[src/rtl/iw_pkg.sv]
package iw_pkg;
  localparam int IW_LANES  = 4;
  localparam int IW_LANE_W = 2;
  localparam int IW_PICKS  = 2;
  localparam int IW_CLS_W  = 2;

  // per-slot strobes from control to storage
  typedef struct packed {
    logic                 wr;
    logic [IW_LANE_W-1:0] lane;
    logic                 clr;
  } slot_ctl_t;
endpackage

[src/rtl/iw_ctrl.sv]
module iw_ctrl
  import iw_pkg::*;
#(
  parameter int ENTRIES = 8,
  parameter int ROB_W   = 5,
  parameter int IDX_W   = $clog2(ENTRIES)
) (
  input  logic [ENTRIES-1:0]            entVld,
  input  logic [ENTRIES-1:0]            entReady,
  input  logic [ENTRIES-1:0][ROB_W-1:0] entAge,
  input  logic [IW_LANES-1:0]           inValid,
  input  logic                          flushValid,
  input  logic [ROB_W-1:0]              flushAge,
  output slot_ctl_t [ENTRIES-1:0]       ctl,
  output logic                          allocReady,
  output logic [IW_PICKS-1:0]           pickValid,
  output logic [IW_PICKS-1:0][IDX_W-1:0] pickIdx
);
  logic [ENTRIES-1:0] young;
  logic [ENTRIES-1:0] elig;
  logic               accept;
  int                 freeCnt;

  always_comb begin
    for (int e = 0; e < ENTRIES; e++) begin
      young[e] = flushValid && (entAge[e] > flushAge);
      elig[e]  = entVld[e] && entReady[e] && !young[e];
    end
  end

  assign freeCnt    = ENTRIES - $countones(entVld);
  assign allocReady = freeCnt >= IW_LANES;
  assign accept     = allocReady && !flushValid;

  // oldest two eligible entries
  always_comb begin
    pickValid = '0;
    pickIdx   = '0;
    for (int e = 0; e < ENTRIES; e++) begin
      if (elig[e] && (!pickValid[0] || entAge[e] < entAge[pickIdx[0]])) begin
        pickValid[0] = 1'b1;
        pickIdx[0]   = IDX_W'(e);
      end
    end
    for (int e = 0; e < ENTRIES; e++) begin
      if (elig[e] && !(pickValid[0] && pickIdx[0] == IDX_W'(e)) &&
          (!pickValid[1] || entAge[e] < entAge[pickIdx[1]])) begin
        pickValid[1] = 1'b1;
        pickIdx[1]   = IDX_W'(e);
      end
    end
  end

  // lane k goes to the k-th free slot
  always_comb begin
    int n;
    n = 0;
    for (int e = 0; e < ENTRIES; e++) begin
      ctl[e].wr   = 1'b0;
      ctl[e].lane = '0;
      ctl[e].clr  = (pickValid[0] && pickIdx[0] == IDX_W'(e)) ||
                    (pickValid[1] && pickIdx[1] == IDX_W'(e)) ||
                    (entVld[e] && young[e]);
      if (!entVld[e] && n < IW_LANES) begin
        ctl[e].wr   = accept && inValid[n];
        ctl[e].lane = n[IW_LANE_W-1:0];
        n++;
      end
    end
  end
endmodule

[src/rtl/iw_store.sv]
module iw_store
  import iw_pkg::*;
#(
  parameter int ENTRIES = 8,
  parameter int TAG_W   = 6,
  parameter int ROB_W   = 5,
  parameter int BCASTS  = 2,
  parameter int IDX_W   = $clog2(ENTRIES)
) (
  input  logic                               clk,
  input  logic                               rstN,
  input  slot_ctl_t [ENTRIES-1:0]            ctl,
  input  logic [IW_LANES-1:0][TAG_W-1:0]     laneDst,
  input  logic [IW_LANES-1:0][TAG_W-1:0]     laneSrc0,
  input  logic [IW_LANES-1:0][TAG_W-1:0]     laneSrc1,
  input  logic [IW_LANES-1:0][1:0]           laneRdy,
  input  logic [IW_LANES-1:0][IW_CLS_W-1:0]  laneCls,
  input  logic [IW_LANES-1:0][ROB_W-1:0]     laneRob,
  input  logic [BCASTS-1:0]                  bcValid,
  input  logic [BCASTS-1:0][TAG_W-1:0]       bcTags,
  input  logic [ROB_W-1:0]                   robHead,
  input  logic [IW_PICKS-1:0][IDX_W-1:0]     pickIdx,
  output logic [ENTRIES-1:0]                 entVld,
  output logic [ENTRIES-1:0]                 entReady,
  output logic [ENTRIES-1:0][ROB_W-1:0]      entAge,
  output logic [IW_PICKS-1:0][TAG_W-1:0]     pickDst,
  output logic [IW_PICKS-1:0][IW_CLS_W-1:0]  pickCls,
  output logic [IW_PICKS-1:0][ROB_W-1:0]     pickRob
);
  logic [ENTRIES-1:0][TAG_W-1:0]    dstQ, src0Q, src1Q;
  logic [ENTRIES-1:0][IW_CLS_W-1:0] clsQ;
  logic [ENTRIES-1:0][ROB_W-1:0]    robQ;
  logic [ENTRIES-1:0]               rdy0Q, rdy1Q;
  logic [ENTRIES-1:0]               wake0, wake1;
  logic [IW_LANES-1:0]              laneHit0, laneHit1;

  always_comb begin
    wake0 = '0; wake1 = '0; laneHit0 = '0; laneHit1 = '0;
    for (int b = 0; b < BCASTS; b++) begin
      for (int e = 0; e < ENTRIES; e++) begin
        if (bcValid[b] && bcTags[b] == src0Q[e]) wake0[e] = 1'b1;
        if (bcValid[b] && bcTags[b] == src1Q[e]) wake1[e] = 1'b1;
      end
      for (int k = 0; k < IW_LANES; k++) begin
        if (bcValid[b] && bcTags[b] == laneSrc0[k]) laneHit0[k] = 1'b1;
        if (bcValid[b] && bcTags[b] == laneSrc1[k]) laneHit1[k] = 1'b1;
      end
    end
  end

  for (genvar e = 0; e < ENTRIES; e++) begin : g_slot
    always_ff @(posedge clk or negedge rstN) begin
      if (!rstN) begin
        entVld[e] <= 1'b0;
        rdy0Q[e]  <= 1'b0;
        rdy1Q[e]  <= 1'b0;
      end else if (ctl[e].wr) begin
        entVld[e] <= 1'b1;
        rdy0Q[e]  <= laneRdy[ctl[e].lane][0] | laneHit0[ctl[e].lane];
        rdy1Q[e]  <= laneRdy[ctl[e].lane][1] | laneHit1[ctl[e].lane];
      end else begin
        if (ctl[e].clr) entVld[e] <= 1'b0;
        rdy0Q[e] <= rdy0Q[e] | wake0[e];
        rdy1Q[e] <= rdy1Q[e] | wake1[e];
      end
    end

    always_ff @(posedge clk) begin
      if (ctl[e].wr) begin
        dstQ[e]  <= laneDst[ctl[e].lane];
        src0Q[e] <= laneSrc0[ctl[e].lane];
        src1Q[e] <= laneSrc1[ctl[e].lane];
        clsQ[e]  <= laneCls[ctl[e].lane];
        robQ[e]  <= laneRob[ctl[e].lane];
      end
    end

    assign entReady[e] = rdy0Q[e] & rdy1Q[e];
    assign entAge[e]   = robQ[e] - robHead;
  end

  for (genvar p = 0; p < IW_PICKS; p++) begin : g_pick
    assign pickDst[p] = dstQ[pickIdx[p]];
    assign pickCls[p] = clsQ[pickIdx[p]];
    assign pickRob[p] = robQ[pickIdx[p]];
  end
endmodule

[src/rtl/issue_window.sv]
module issue_window
  import iw_pkg::*;
#(
  parameter int ENTRIES = 8,
  parameter int TAG_W   = 6,
  parameter int ROB_W   = 5,
  parameter int BCASTS  = 2
) (
  input  logic                          clk,
  input  logic                          rstN,
  input  logic [IW_LANES-1:0]           inValid,
  input  logic [IW_LANES*TAG_W-1:0]     inDst,
  input  logic [IW_LANES*TAG_W-1:0]     inSrc0,
  input  logic [IW_LANES*TAG_W-1:0]     inSrc1,
  input  logic [IW_LANES*2-1:0]         inSrcRdy,
  input  logic [IW_LANES*IW_CLS_W-1:0]  inCls,
  input  logic [IW_LANES*ROB_W-1:0]     inRob,
  output logic                          allocReady,
  input  logic [BCASTS-1:0]             bcValid,
  input  logic [BCASTS*TAG_W-1:0]       bcTag,
  input  logic [ROB_W-1:0]              robHead,
  input  logic                          flushValid,
  input  logic [ROB_W-1:0]              flushRob,
  output logic [IW_PICKS-1:0]           issValid,
  output logic [IW_PICKS*TAG_W-1:0]     issDst,
  output logic [IW_PICKS*IW_CLS_W-1:0]  issCls,
  output logic [IW_PICKS*ROB_W-1:0]     issRob
);
  localparam int IDX_W = $clog2(ENTRIES);

  slot_ctl_t [ENTRIES-1:0]             slotCtl;
  logic [ENTRIES-1:0]                  entVld, entReady;
  logic [ENTRIES-1:0][ROB_W-1:0]       entAge;
  logic [IW_PICKS-1:0][IDX_W-1:0]      pickIdx;
  logic [IW_PICKS*IDX_W-1:0]           selFlat;
  logic [IW_PICKS-1:0][TAG_W-1:0]      pickDst;
  logic [IW_PICKS-1:0][IW_CLS_W-1:0]   pickCls;
  logic [IW_PICKS-1:0][ROB_W-1:0]      pickRob;
  logic [ROB_W-1:0]                    flushAge;

  assign flushAge = flushRob - robHead;
  assign selFlat  = pickIdx;
  assign issDst   = pickDst;
  assign issCls   = pickCls;
  assign issRob   = pickRob;

  iw_ctrl #(.ENTRIES(ENTRIES), .ROB_W(ROB_W), .IDX_W(IDX_W)) ctrl_i (
    .entVld(entVld), .entReady(entReady), .entAge(entAge),
    .inValid(inValid), .flushValid(flushValid), .flushAge(flushAge),
    .ctl(slotCtl), .allocReady(allocReady),
    .pickValid(issValid), .pickIdx(pickIdx)
  );

  iw_store #(.ENTRIES(ENTRIES), .TAG_W(TAG_W), .ROB_W(ROB_W),
             .BCASTS(BCASTS), .IDX_W(IDX_W)) store_i (
    .clk(clk), .rstN(rstN), .ctl(slotCtl),
    .laneDst(inDst), .laneSrc0(inSrc0), .laneSrc1(inSrc1),
    .laneRdy(inSrcRdy), .laneCls(inCls), .laneRob(inRob),
    .bcValid(bcValid), .bcTags(bcTag), .robHead(robHead),
    .pickIdx(pickIdx),
    .entVld(entVld), .entReady(entReady), .entAge(entAge),
    .pickDst(pickDst), .pickCls(pickCls), .pickRob(pickRob)
  );
endmodule

[config.mk]
export PLATFORM = sky130hd
export DESIGN_NAME = issue_window
export DESIGN_NICKNAME = d
export VERILOG_FILES = /design/src/rtl/iw_pkg.sv /design/src/rtl/iw_ctrl.sv /design/src/rtl/iw_store.sv /design/src/rtl/issue_window.sv
export SDC_FILE = /design/constraint.sdc
export NUM_CORES = 1
export LEC_CHECK = 0
export BUFFER_PORTS_ARGS = -buffer_cell sky130_fd_sc_hd__buf_2
export CAP_MARGIN = 15
export CORE_MARGIN = 2
export CORE_UTILIZATION = 63
export DETAILED_ROUTE_END_ITERATION = 10
export PLACE_DENSITY_LB_ADDON = 0.05
export REMOVE_ABC_BUFFERS = 1
export SLEW_MARGIN = 20
export SYNTH_ARGS = -nofsm -noshare
export SYNTH_HDL_FRONTEND = slang
export SYNTH_HIERARCHICAL = 1
export SYNTH_SLANG_ARGS = --single-unit
[constraint.sdc]
create_clock -name clk -period 53.6 [get_ports clk]
set_input_delay 10.72 -clock clk [delete_from_list [all_inputs] [get_ports clk]]
set_output_delay 10.72 -clock clk [all_outputs]
set_load 0.01 [all_outputs]
==> summary.md, run 1 <==
| Metric | Value |
|---|---|
| Status | `finished clean` |
| CTS tree | `yes` |
| Post-synth cell types | `around 100` |
| Iteration-0 DRC Markers | `2,445` |
| Slew @ Worst Pin | `1170 ps` |
| Total track usage | `0.428` |
| Unrepaired setup endpoints after global routing | `false` |
| Critical path data arrival time | `40,690 ps` |
| Mean Syn Cell Area | `~11 um2` |
| Synth Register Bits | `224` |
| Worst setup EP type | `output pin` |
| Setup violations, final | `0` |
| Max_cap viols | `0` |
| Post-layout minimum cycle time | `about 51,000 ps` |
| Register area share after synthesis | `0.268` |
| Area after DPL | `~0.026 mm2` |
| Post-Synthesis Cells | `between 2k and 2.5k` |
| Via count | `around 20k` |
| Number of global-route vias before repair | `between 20k and 25k` |
| Pre-CTS setup slack | `approximately 1100 ps` |
| Ports | `168` |
| Synth area leader | `edfxtp_1` |
| Worst EP required | `42,880 ps` |
| PnR worst setup slack | `~2200 ps` |
| Initial antenna violation count | `2` |
| Post-synth EDFFs | `200` |
| Inst Count DP | `approximately 2.7k` |
| Clock transition at path regs | `~60 ps` |
| Routed Antenna Nets | `0` |
| Maximum fanout along the worst path | `15` |
| Final Hold Viols | `0` |
| GPL Wtd Cong | `approximately 1` |
| Post-synth top cells | `258 x mux4_2, 200 x edfxtp_1, 171 x xnor2_1` |
| Final worst-path cycle share | `0.959` |
| Design area | `approximately 0.027 mm2` |
| Fin. max-slew vios | `0` |
| Clock Path Buffers | `3` |
| Synth top area cells | `edfxtp_1 24%, mux4_2 24%, ha_1 7.5%` |
| Rows | `72` |
| Top cell type's share of synthesized area | `0.243` |
| Post-synthesis async set-or-reset flop share | `0.107` |
| Synth Cell Area | `~0.025 mm2` |
| Die Footprint | `between 0.04 and 0.05 mm2` |
| Final wirelength | `a little under 90,000 um` |
| Primary flip-flop cell chosen by synthesis mapping | `edfxtp_1` |
| Drt wl/cell | `between 30 and 40 um` |
| Critical Path Slowest Stage Cell | `or3_1` |
| Slowest stage delay, CP | `520 ps` |
| Area Growth Syn to Fin | `7.50%` |
| H-tree Lvls | `1` |
| Skew-Pair Late Insertion Delay | `550 ps` |
| Hold Crit Class | `reg -> reg` |
| Layout cells sized above 1 | `0.289` |
| Post-route non-filler standard cell count | `between 2k and 3k` |
| Final net count | `between 2k and 3k` |
| First-pass GRT wire length | `roughly 130,000 um` |
| Clk sink count | `roughly 220` |
| Die W | `slightly above 200 um` |
| Critical Path Most Common Cell | `a21oi_1` |
| Initial Util | `0.639` |
| Vias per inst | `~7.5` |
| 1st-pass router iterations | `6` |
| DPL Wire Length | `just over 60,000 um` |
| Port Buffers | `approximately 170` |
| Core Box Area | `~0.039 mm2` |
| Maximum clock rate | `between 0.015 and 0.02 GHz` |
| Crit Path Category | `in -> out` |
| Drt drc | `0` |
| Die Y | `~200 um` |
| Worst clock skew | `between 15 and 20 ps` |
| Final setup TNS | `0 ps` |
| Synth warn | `6` |
| Worst rel slew slack | `0.218` |
| Clock buffer count from CTS | `23` |
| Largest net degree at the start of global routing | `35` |
| Most common cell in the netlist | `mux4_2` |
| Startpoint Class | `primary input` |
| Total grt overflow | `0` |
| CTS root buffer | `clkbuf_16` |
-- worst paths after layout --
kind | startpoint | to | slack [ps] | depth (start not counted)
min in group asynchronous | rstN | store_i/rdy0Q[1] | 10190 | 1
max reg2reg | store_i/robQ[5] | store_i/entVld[1] | 24570 | 141
min | store_i/rdy0Q[3] | store_i/rdy0Q[3] | 630 | 2
max in group asynchronous | rstN | store_i/entVld[5] | 42980 | 1
min reg2reg | store_i/rdy0Q[3] | store_i/rdy0Q[3] | 630 | 2
max | robHead[1] | issDst[8] | 2190 | 142
-- cells in the final DEF, fill, tap and decap left out, drive strengths merged, types with 10 or more instances in the layout --
master  Yosys  final
mux4      258    258
clkinv      0     10
a221oi     18     18
buf       129    215
mux2       45     45
nor4       62     62
a211oi     14     14
nor3       15     15
nand2b     15     15
nand2      97     97
a21o       43     43
nand4      57     57
nor2b      17     17
xnor2     171    171
o211ai     16     16
and3       13     13
dfrtp      24     24
fa         13     13
inv       112    114
o21ai      80     80
xor2      154    154
clkbuf     52     26
a21oi      97     97
edfxtp    200    200
nor2       65     65
mux2i      31     31
ha        147    147
nand3      43     43
and2       36     36
-- flip-flops by register name, summed over array words and instances, names as in the netlist --
name / flops
store_i/clsQ: 16
store_i/rdy1Q: 8
store_i/src1Q: 48
store_i/dstQ: 48
store_i/rdy0Q: 8
store_i/robQ: 40
store_i/src0Q: 48
store_i/entVld: 8
-- critical path, delay by kind of cell --
kind | cells | cell delay, ps
mux | 7 | 2010
compound gates | 80 | 15440
fa+ha+maj | 14 | 4410
simple gates | 33 | 6320
xor+xnor | 1 | 210
buf+inv | 7 | 1520
-- area by class of cell --
class | instances | area, um2
Tap cell | 518 | 648
Clock buffer | 26 | 607
Timing Repair Buffer | 215 | 1210
Fill cell | 2816 | 12100
Antenna cell | 1 | 2.50
Clock inverter | 16 | 188
Multi-Input combinational cell | 1642 | 16800
Inverter | 112 | 420
Sequential cell | 224 | 6610
-- routing by layer --
metal  wire length, um  vias up  track usage
met1             30600    10100        0.528
met4              5870        0        0.246
met3              9690      404       0.0813
met5                 0        -            0
met2             41900     1593        0.710
li1                  -     8490            -
-- metrics by stage --
| step | util | hold WS (ps) |
|---|---|---|
| global placement | 0.663 | 600 |
| finish | 0.686 | 634 |
| global route | 0.686 | 678 |
| detailed placement | 0.663 | 613 |
| CTS | 0.683 | 627 |
| floorplan | - | 513 |
-- cells by family after synthesis --
kind of cell    synth area share
compound gates             0.111
xor+xnor                   0.115
fa+ha+maj                 0.0851
buf+inv                   0.0556
flops                      0.268
mux                        0.269
other cells             0.000152
simple gates              0.0960
-- timing repair --
action                     CTS  global route
setup endpoints to repair    0            13
buffers inserted             0             3
hold buffers                 0             0
resized for setup            0            22
Power of run 1 is not shown: default switching activity piles up to over one toggle a cycle in this logic, so the estimate is an artifact.
==> inputs of run 2 (changes only) <==
--- a/config.mk
+++ b/config.mk
@@ -8,7 +8,7 @@
 export BUFFER_PORTS_ARGS = -buffer_cell sky130_fd_sc_hd__buf_2
 export CAP_MARGIN = 15
 export CORE_MARGIN = 2
-export CORE_UTILIZATION = 63
+export CORE_UTILIZATION = 58
 export DETAILED_ROUTE_END_ITERATION = 10
 export PLACE_DENSITY_LB_ADDON = 0.05
 export REMOVE_ABC_BUFFERS = 1
==> summary.md, run 2 (synthesis results as in run 1) <==
| Metric | Value |
|---|---|
| Worst Hold Path EP | `store_i/rdy1Q[1]` |
| Hold Crit Class | `reg -> reg` |
| Critical Path Slowest Stage Cell | `mux4_2` |
| Clock transition at path regs | `60 ps (about the same)` |
| FILL cells | `3,315 (+18%)` |
| Total grt overflow | `0 (unchanged)` |
| CTS root buffer | `clkbuf_16` |
| Reg area | `0.00661 mm2 (unchanged)` |
| H-tree Lvls | `1 (unchanged)` |
| Port Buffers | `167 (unchanged)` |
| Skew-Pair Late Insertion Delay | `580 ps (+30 ps)` |
| Clk sink count | `224 (unchanged)` |
| Final worst-path cycle share | `0.962 (+0.00278)` |
| Largest net degree at the start of global routing | `35 (unchanged)` |
| Largest regs | `store_i/dstQ x48, store_i/src0Q x48, store_i/src1Q x48` |
| Die Y | `210 um (+4.1%)` |
| Antenna cells | `0 (-1)` |
| Clock buffer count from CTS | `27 (+17%)` |
| Worst rel slew slack | `0.243 (+0.0247)` |
| FF-to-FF End | `store_i/entVld[0]` |
| Maximum clock rate | `0.0194 GHz (-0.29%)` |
| Vias per inst | `7.42 (-0.78%)` |
| Final setup TNS | `0 ps (unchanged)` |
| 1st-pass router iterations | `5 (-1)` |
| Hold Slack | `632 ps (-1.77 ps)` |
| Core Box Area | `0.0419 mm2 (+8.5%)` |
| DPL Wire Length | `60,600 um (-0.19%)` |
| Slowest stage delay, CP | `540 ps (+20 ps)` |
| Most common cell after layout, fill and taps aside | `mux4_2` |
| Die W | `210 um (+4.1%)` |
| Post-route non-filler standard cell count | `2,787 (+1.2%)` |
| Via count | `20.7k (+0.41%)` |
| Crit Path Category | `in -> out` |
| Inst Count DP | `2,732 (+0.89%)` |
| Initial Util | `0.588 (-0.0502)` |
| Worst hold path startpoint | `store_i/rdy1Q[1]` |
| Final Hold Viols | `0 (unchanged)` |
| Area Growth Syn to Fin | `8.31%` |
| Rows | `75 (+4.2%)` |
| Setup violations, final | `0 (unchanged)` |
| Maximum fanout along the worst path | `26 (+11)` |
| Iteration-0 DRC Markers | `2,414 (-1.3%)` |
| Drt wl/cell | `32.1 um (+0.39%)` |
| Worst r2r src | `store_i/robQ[5]` |
| Fin. max-slew vios | `0 (unchanged)` |
| Worst clock skew | `31.4 ps (+12.4 ps)` |
| Cells on worst reg2reg path | `141 (unchanged)` |
| Layout cells sized above 1 | `0.291 (+0.00233)` |
| Ports | `168 (unchanged)` |
| Critical Path Most Common Cell | `a21oi_1` |
| Total track usage | `0.406 (-0.0228)` |
| Final net count | `2,530 (+0.52%)` |
| Post-layout minimum cycle time | `51,560 ps (+149 ps)` |
| Startpoint Class | `primary input` |
| GPL Wtd Cong | `0.997 (-0.21%)` |
| Most frequent cells in the layout | `258 x mux4_2, 200 x edfxtp_1, 171 x xnor2_1, 167 x buf_2, 154 x xor2_1` |
| Critical path data arrival time | `40,840 ps (+150 ps)` |
| Multi-input gate area in the final layout | `0.0168 mm2 (about the same)` |
| Slew @ Worst Pin | `1140 ps (-37.0 ps)` |
| Drt drc | `0 (unchanged)` |
| Clock Path Buffers | `3 (unchanged)` |
| Max_cap viols | `0 (unchanged)` |
| Die Footprint | `0.0442 mm2 (+8.4%)` |
| Hold-fix buffers at CTS | `0 (unchanged)` |
| CTS tree | `yes` |
| Final wirelength | `89,400 um (+1.6%)` |
| Crit. Startpoint | `robHead[1]` |
| Number of global-route vias before repair | `20.6k (-0.47%)` |
| Routed Antenna Nets | `0 (unchanged)` |
| Worst EP required | `42,880 ps (about the same)` |
| Worst setup EP type | `output pin` |
| Status | `finished clean` |
| Min-Delay Path Depth | `2 (unchanged)` |
| Setup slack, reg-to-reg | `24,210 ps (-360 ps)` |
| First-pass GRT wire length | `132,000 um (+1.5%)` |
| Initial antenna violation count | `1 (-1)` |
## run 2: cell types whose count changed in the layout (fill, tap and decap cells not counted), sizes merged
cell	change
diode	-1
clkinv	-3
inv	-1
buf	+9
bufinv	+1
clkbuf	+7
## run 2: worst max path at each step
stage                 to  slack [ps]  cells past startpoint
2_1_floorplan  issCls[2]        4170                    135
3_3_place_gp   issDst[8]        1780                    142
3_5_place_dp   issCls[2]        1020                    142
5_1_grt        issCls[2]        -140                    143
6_report       issCls[2]        2040                    143
4_1_cts        issCls[2]         910                    143
## run 2: critical path: cells and delay by family
kind / cells / cell delay, ps
and+or+nand+nor: 35 / 6630
muxes: 6 / 1980
AOI/OAI and AO/OA: 79 / 15110
xor gates and xnor gates: 1 / 160
adders and majority gates: 14 / 4370
buffers and inverters: 8 / 1740
## run 2: timing repair
| item | CTS | global route |
|---|---|---|
| setup buffers | 0 | 9 |
| endpoints found under the setup margin | 0 | 13 |
| gates resized for setup | 0 | 21 |
## run 2: layout make-up
class,instances,area share
multi-input combinational,1642,0.630
inverter,112,0.0157
sequential,224,0.247
timing repair buffer,224,0.0478
tap,539,0.0252
clock inverter,13,0.00754
clock buffer,33,0.0261
## run 2: stage by stage
step                       util  setup WS (ps)  instance area (um2)
after CTS                 0.633            913                26600
after global placement    0.612           1780                25700
after floorplan               -           4170                23700
after global routing      0.637           -144                26700
final                     0.637           2040                26700
after detailed placement  0.612           1020                25700
## run 2: metal layers
metal / vias up / GRT usage / share of wire
met4: 2 / 0.218 / 0.063
met2: 1546 / 0.662 / 0.47
met5: - / 0 / 0.00015
met1: 10200 / 0.523 / 0.36
li1: 8514 / - / -
met3: 382 / 0.0647 / 0.11
Power of run 2 is left out for the same reason.
